`config.mk`:
```
export PLATFORM = sky130hd
export DESIGN_NAME = shlist_line_ctrl
export DESIGN_NICKNAME = d
export VERILOG_FILES = /design/src/rtl/shlist_line_ctrl.sv
export SDC_FILE = /design/constraint.sdc
export NUM_CORES = 1
export LEC_CHECK = 0
export BUFFER_PORTS_ARGS = -buffer_cell sky130_fd_sc_hd__clkbuf_2
export CAP_MARGIN = 20
export CORE_UTILIZATION = 40
export CTS_CLUSTER_DIAMETER = 200
export DETAILED_ROUTE_END_ITERATION = 10
export PLACE_DENSITY_LB_ADDON = 0.08
export SETUP_SLACK_MARGIN = 0.05
export SYNTH_ARGS = -nofsm -noshare
export SYNTH_HDL_FRONTEND = slang
export SYNTH_SLANG_ARGS = --single-unit
```
`constraint.sdc`:
```
create_clock -name clk -period 2.3 [get_ports clk]
set_clock_uncertainty 0.2 [all_clocks]
set_input_delay 0.23 -clock clk [delete_from_list [all_inputs] [get_ports clk]]
set_output_delay 0.23 -clock clk [all_outputs]
set_load 0.02 [all_outputs]
```
`src/rtl/shlist_line_ctrl.sv`:
```
`timescale 1ns/1ps
module shlist_line_ctrl #(
  parameter int NODE_W  = 4,
  parameter int SELF_ID = 1
) (
  input  logic              clk,
  input  logic              rst_n,
  input  logic              cpu_req_valid,
  input  logic              cpu_req_write,
  output logic              cpu_req_ready,
  output logic              cpu_done,
  output logic              mem_req_valid,
  output logic              mem_req_write,
  input  logic              mem_req_ready,
  input  logic              mem_rsp_valid,
  input  logic              mem_rsp_head_vld,
  input  logic [NODE_W-1:0] mem_rsp_head,
  output logic              po_valid,
  output logic [1:0]        po_kind,
  output logic [NODE_W-1:0] po_dst,
  output logic              po_ptr_vld,
  output logic [NODE_W-1:0] po_ptr,
  input  logic              po_ready,
  input  logic              pi_valid,
  input  logic [1:0]        pi_kind,
  input  logic [NODE_W-1:0] pi_src,
  input  logic              pi_ptr_vld,
  input  logic [NODE_W-1:0] pi_ptr,
  output logic              pi_ready,
  output logic [1:0]        line_pos,
  output logic [2:0]        line_data,
  output logic              fwd_vld,
  output logic [NODE_W-1:0] fwd_id,
  output logic              bwd_vld,
  output logic [NODE_W-1:0] bwd_id
);
  localparam logic [NODE_W-1:0] SELF = SELF_ID[NODE_W-1:0];

  localparam logic [1:0] P_ONLY = 2'd0;
  localparam logic [1:0] P_HEAD = 2'd1;
  localparam logic [1:0] P_MID  = 2'd2;
  localparam logic [1:0] P_TAIL = 2'd3;

  localparam logic [2:0] D_INV   = 3'd0;
  localparam logic [2:0] D_CLEAN = 3'd1;
  localparam logic [2:0] D_FRESH = 3'd2;
  localparam logic [2:0] D_VALID = 3'd3;
  localparam logic [2:0] D_MOD   = 3'd4;

  localparam logic [1:0] K_LINK = 2'd0;
  localparam logic [1:0] K_INV  = 2'd1;
  localparam logic [1:0] K_ACK  = 2'd2;

  typedef enum logic [2:0] {S_IDLE, S_MREQ, S_MRSP, S_LINK, S_INVTX, S_INVRX} st_t;

  st_t               st;
  logic [1:0]        pos;
  logic [2:0]        dat;
  logic              fv, bv;
  logic [NODE_W-1:0] fid, bid;
  logic              wr_q;
  logic              sv_v;
  logic [NODE_W-1:0] sv_id;
  logic              po_v, po_pv;
  logic [1:0]        po_k;
  logic [NODE_W-1:0] po_d, po_p;
  logic              done_q;

  logic              idle, cpu_fire, po_fire, pi_fire, ack_self, nx_v;
  logic [NODE_W-1:0] nx_id;

  assign idle     = (st == S_IDLE);
  assign pi_ready = (pi_kind == K_LINK && idle) ||
                    (pi_kind == K_INV  && idle && !po_v) ||
                    (pi_kind == K_ACK  && st == S_INVRX) ||
                    (pi_kind == 2'd3);
  assign cpu_req_ready = idle && !po_v && !pi_valid;
  assign cpu_fire = cpu_req_valid && cpu_req_ready;
  assign po_fire  = po_v && po_ready;
  assign pi_fire  = pi_valid && pi_ready;
  assign ack_self = pi_ptr_vld && (pi_ptr == SELF);
  assign nx_v     = ack_self ? sv_v  : pi_ptr_vld;
  assign nx_id    = ack_self ? sv_id : pi_ptr;

  assign mem_req_valid = (st == S_MREQ);
  assign mem_req_write = wr_q;
  assign po_valid   = po_v;
  assign po_kind    = po_k;
  assign po_dst     = po_d;
  assign po_ptr_vld = po_pv;
  assign po_ptr     = po_p;
  assign cpu_done   = done_q;
  assign line_pos   = pos;
  assign line_data  = dat;
  assign fwd_vld    = fv;
  assign fwd_id     = fid;
  assign bwd_vld    = bv;
  assign bwd_id     = bid;

  always_ff @(posedge clk) begin
    if (!rst_n) begin
      st     <= S_IDLE;
      pos    <= P_ONLY;
      dat    <= D_INV;
      fv     <= 1'b0;
      bv     <= 1'b0;
      fid    <= '0;
      bid    <= '0;
      wr_q   <= 1'b0;
      sv_v   <= 1'b0;
      sv_id  <= '0;
      po_v   <= 1'b0;
      po_k   <= K_LINK;
      po_d   <= '0;
      po_pv  <= 1'b0;
      po_p   <= '0;
      done_q <= 1'b0;
    end else begin
      done_q <= 1'b0;
      if (po_fire) po_v <= 1'b0;
      case (st)
        S_IDLE: begin
          if (pi_fire && pi_kind == K_LINK) begin
            if (dat != D_INV) begin
              bv  <= 1'b1;
              bid <= pi_src;
              if (pos == P_ONLY) pos <= P_TAIL;
              else if (pos == P_HEAD) pos <= P_MID;
              if (dat == D_CLEAN) dat <= D_VALID;
            end
          end else if (pi_fire && pi_kind == K_INV) begin
            po_v  <= 1'b1;
            po_k  <= K_ACK;
            po_d  <= pi_src;
            po_pv <= fv;
            po_p  <= fid;
            dat   <= D_INV;
            pos   <= P_ONLY;
            fv    <= 1'b0;
            bv    <= 1'b0;
          end else if (cpu_fire) begin
            wr_q <= cpu_req_write;
            if (dat == D_INV) begin
              sv_v <= 1'b0;
              st   <= S_MREQ;
            end else if (!cpu_req_write) begin
              done_q <= 1'b1;
            end else if (pos == P_ONLY) begin
              dat    <= D_MOD;
              done_q <= 1'b1;
            end else if (pos == P_HEAD) begin
              po_v  <= 1'b1;
              po_k  <= K_INV;
              po_d  <= fid;
              po_pv <= 1'b0;
              st    <= S_INVTX;
            end else begin
              sv_v  <= fv;
              sv_id <= fid;
              st    <= S_MREQ;
            end
          end
        end
        S_MREQ: if (mem_req_ready) st <= S_MRSP;
        S_MRSP: begin
          if (mem_rsp_valid) begin
            bv <= 1'b0;
            if (!mem_rsp_head_vld) begin
              pos    <= P_ONLY;
              fv     <= 1'b0;
              dat    <= wr_q ? D_MOD : D_CLEAN;
              done_q <= 1'b1;
              st     <= S_IDLE;
            end else begin
              pos   <= P_HEAD;
              fv    <= 1'b1;
              fid   <= mem_rsp_head;
              dat   <= D_FRESH;
              po_v  <= 1'b1;
              po_k  <= K_LINK;
              po_d  <= mem_rsp_head;
              po_pv <= 1'b1;
              po_p  <= SELF;
              st    <= S_LINK;
            end
          end
        end
        S_LINK: begin
          if (po_fire) begin
            if (wr_q) begin
              po_v  <= 1'b1;
              po_k  <= K_INV;
              po_d  <= fid;
              po_pv <= 1'b0;
              st    <= S_INVTX;
            end else begin
              done_q <= 1'b1;
              st     <= S_IDLE;
            end
          end
        end
        S_INVTX: if (po_fire) st <= S_INVRX;
        S_INVRX: begin
          if (pi_fire && pi_kind == K_ACK) begin
            if (ack_self) sv_v <= 1'b0;
            if (nx_v) begin
              fid   <= nx_id;
              po_v  <= 1'b1;
              po_k  <= K_INV;
              po_d  <= nx_id;
              po_pv <= 1'b0;
              st    <= S_INVTX;
            end else begin
              pos    <= P_ONLY;
              dat    <= D_MOD;
              fv     <= 1'b0;
              bv     <= 1'b0;
              done_q <= 1'b1;
              st     <= S_IDLE;
            end
          end
        end
        default: st <= S_IDLE;
      endcase
    end
  end

  a_r2_hit_local: assert property (@(posedge clk) disable iff (!rst_n)
    cpu_req_valid && cpu_req_ready && !cpu_req_write && dat != D_INV
    |=> cpu_done && !mem_req_valid && !po_valid);

  a_r5_link_demotes_head: assert property (@(posedge clk) disable iff (!rst_n)
    pi_valid && pi_ready && pi_kind == K_LINK && dat != D_INV && pos == P_HEAD
    |=> pos == P_MID && bv && bid == $past(pi_src));

  a_r6_inv_reply: assert property (@(posedge clk) disable iff (!rst_n)
    pi_valid && pi_ready && pi_kind == K_INV
    |=> po_valid && po_kind == K_ACK && po_dst == $past(pi_src) && dat == D_INV);

  a_r7_walk_end: assert property (@(posedge clk) disable iff (!rst_n)
    st == S_INVRX && pi_valid && pi_kind == K_ACK && !pi_ptr_vld
    |=> pos == P_ONLY && dat == D_MOD && cpu_done && !fv);

  a_r10_stall_on_miss: assert property (@(posedge clk) disable iff (!rst_n)
    cpu_req_valid && cpu_req_ready && dat == D_INV |=> !cpu_req_ready);

  a_r11_msg_hold: assert property (@(posedge clk) disable iff (!rst_n)
    po_valid && !po_ready
    |=> po_valid && $stable(po_kind) && $stable(po_dst) && $stable(po_ptr) && $stable(po_ptr_vld));
endmodule

```
==> summary.txt <==
Run status
  • Status: finished, final reports clean

Detailed routing
  • Antenna Nets Post-Route: 0
  • Detailed Route WL: just under 7 mm
  • First-pass DRT Iterations: 5
  • Starting DRC count in detailed routing: 143
  • Residual DRC: 0
  • Vias/cell: ~5.7
  • Avg WL per Cell: between 15 and 20 microns
  • Routed vias: roughly 2400

Timing
  • Final Max Slew Viols: 0
  • F_max: roughly 0.46 GHz
  • Max-slew headroom: 0.654
  • Min Clock Period, post-route: roughly 2.2 ns
  • Fin. Hold Viols: 0
  • RSZ-0062 raised after global routing: no
  • Measured slew at the worst slew-check pin: 0.517 ns
  • Crit share post-route: 0.950
  • Setup TNS: 0 ns
  • Final setup fails: 0
  • Final worst slack: between 0.1 and 0.15 ns

Placement
  • Gpl congestion: 0.891
  • Pre-CTS worst setup slack: 0.147 ns
  • Dpl hpwl: just over 5 mm
  • Placed cell count: slightly above 400
  • IO buf count: 55

Finish
  • Final Instance Count excl. Fillers: 424
  • Layout cells sized above 1: 0.277
  • Antenna diode count: 0
  • Nets: between 300 and 400
  • Area Overhead vs Synth: 27.6%

Power and ir drop
  • VDD IR max: between 0.6 and 0.7 mV
  • Power Total: ~3.2 mW
  • P per Cell Area: ~1100 nW/um^2
  • Leakage: 1.23 nW

CTS
  • Worst skew pair latency: 0.29 ns
  • H-tree lvl count: 2
  • CTS tree: done
  • Clk root buf: clkbuf_8
  • Clock Tree Buf Depth: 2
  • Clock Pin Slew Worst Setup and Hold Paths: ~0.080 ns
  • Clock Sinks: 37
  • Total CTS buffers: 5

Synthesis
  • Largest family of logic cells by synthesized area: simple AND/OR/NAND/NOR gates
  • Top-count cell post-synth: dfxtp_1
  • Cells after Synth: 284
  • Async SR Flop Fraction: 0
  • Ys flop type: dfxtp_1
  • Cell Area, Synth: approximately 2200 sq um
  • Adder-cell share of the synthesized area: 0
  • Register bit total from synthesis: 37
  • Number of synthesized flops with an enable pin: 0
  • Register area share after synthesis: 0.332
  • Area leader, netlist: dfxtp_1
  • Compound-cell area share of the yosys netlist: 0.254
  • Yosys top cell area share: 0.332
  • Commonest cells in the netlist: dfxtp_1, nand2_1, nor2_1
  • Post-synthesis cell type count: 55
  • Yosys warning total: 0
  • Multiplexer share of the synthesized area: 0.0674
  • Simple-gate portion of the synthesized area: 0.290
  • Syn Nets: around 300
  • Top cells by area, synth: dfxtp_1, mux2i_1, a21oi_1
  • Syn avg cell area: between 7 and 8 sq um
  • Fraction of synthesized cell area in xor and xnor cells: 0

Floorplan
  • Core Region: between 5000 and 6000 sq um
  • Die Y: around 77 microns
  • Die X: 76.6 microns
  • Initial core utilization: 0.425
  • Die Footprint: 5870 sq um
  • FP Rows: 26
  • IO Count: 56

Critical path
  • Max FO, Critical Path: 10
  • Crit Path Category: flop to primary output
  • FF-to-FF path depth: 4
  • Worst Path Arrival: around 1.8 ns
  • CP Capture Type: primary output
  • CP Data Required Time: 1.87 ns
  • Worst setup SP type: flop

Global routing
  • Largest net degree at the start of global routing: 22
  • Total GRT Usage: 0.241
  • Vias in the first global route: 2180
  • Final global-route overflow total: 0
  • Antenna violations before repair: 0
  • Global-route wire length before repair: ~11 mm

Flow run
  • Max-cap viol count: 0

Min path
  • Hold path cells: 3
  • Worst Hold Class: input port to flop
[kinds of logic (layout without fill, tap and decap cells)]
| logic type | Yosys count | in the layout |
|---|---|---|
| buf+inv | 26 | 96 |
| mux | 15 | 15 |
| flops | 37 | 37 |
| compound gates | 85 | 85 |
| simple gates | 121 | 121 |
[layout by cell type (no fill, tap or decap), types with 5 or more instances in the layout]
| cell type | Yosys | routed |
|---|---|---|
| nand2b_1 | 6 | 6 |
| mux2i_1 | 15 | 15 |
| a31oi_1 | 7 | 7 |
| clkbuf_2 | 0 | 55 |
| inv_1 | 6 | 6 |
| buf_4 | 1 | 24 |
| and2_1 | 9 | 9 |
| nand2_1 | 31 | 31 |
| nand3_1 | 14 | 14 |
| o21ai_0 | 17 | 17 |
| a21oi_1 | 25 | 25 |
| clkbuf_8 | 0 | 5 |
| dfxtp_1 | 37 | 34 |
| nor2_1 | 26 | 26 |
| nor2b_1 | 5 | 5 |
[per-stage QoR]
stage | hold WS [ns] | utilization | cell area, sq um
2_1_floorplan | 0.166 | - | 2230
3_3_place_gp | 0.238 | 0.510 | 2670
3_5_place_dp | 0.248 | 0.510 | 2670
4_1_cts | 0.0108 | 0.541 | 2840
5_1_grt | 0.0230 | 0.543 | 2840
6_report | 0.0219 | 0.543 | 2840
[sequential cells by signal, summed over array words and instances, names as in the netlist]
| name | flops |
|---|---|
| fwd_vld | 1 |
| po_dst | 4 |
| line_data | 3 |
| mem_req_write | 1 |
| st | 3 |
| sv_v | 1 |
| po_kind | 2 |
| po_ptr_vld | 1 |
| po_ptr | 4 |
| bwd_id | 4 |
| sv_id | 4 |
| bwd_vld | 1 |
| line_pos | 2 |
| cpu_done | 1 |
| fwd_id | 4 |
| po_valid | 1 |
[per-layer routing]
metal / vias to the layer above / GRT usage / part of all wire
met5: - / 0 / 0
met4: 0 / 0.0962 / 0.021
met3: 14 / 0.0407 / 0.063
met2: 91 / 0.355 / 0.44
met1: 1139 / 0.346 / 0.48
li1: 1187 / - / -
[critical path, cell delays in order (launching register included)]
cell      delay, ns
dfxtp_2        0.39
or3_1          0.52
buf_4          0.21
nor3_1         0.15
clkbuf_2       0.20
[power breakdown]
part	internal [mW]	switching, mW	leakage, nW	total (mW)
clock	0.431	0.251	0.0681	0.682
combinational	0.700	0.939	0.864	1.64
sequential	0.745	0.137	0.301	0.882
[path summary, 6_finish.rpt]
kind | endpoint | slack (ns) | start
worst min register to register | sv_id[1] | 0.26 | sv_id[1]
worst max-delay path | cpu_req_ready | 0.12 | st[1]
worst min-delay path | bwd_id[1] | 0.02 | pi_src[1]
worst max register to register | po_ptr[0] | 0.20 | po_valid
[layout make-up]
class / instances / area (sq um)
sequential: 37 / 744
clock buffer: 5 / 68.8
timing repair buffer: 82 / 485
fill: 554 / 2390
clock inverter: 3 / 65.1
tap: 70 / 87.6
inverter: 6 / 22.5
multi-input combinational: 221 / 1370
[what timing repair did]
| action | CTS | global route |
|---|---|---|
| gates cloned | 0 | 0 |
| hold endpoints to repair | 3 | 0 |
| hold buffers | 3 | 0 |
| resized for setup | 2 | 3 |
| setup buffers | 0 | 0 |
| setup endpoints to repair | 1 | 13 |
Note: power is estimated with default switching activity, not from simulation.
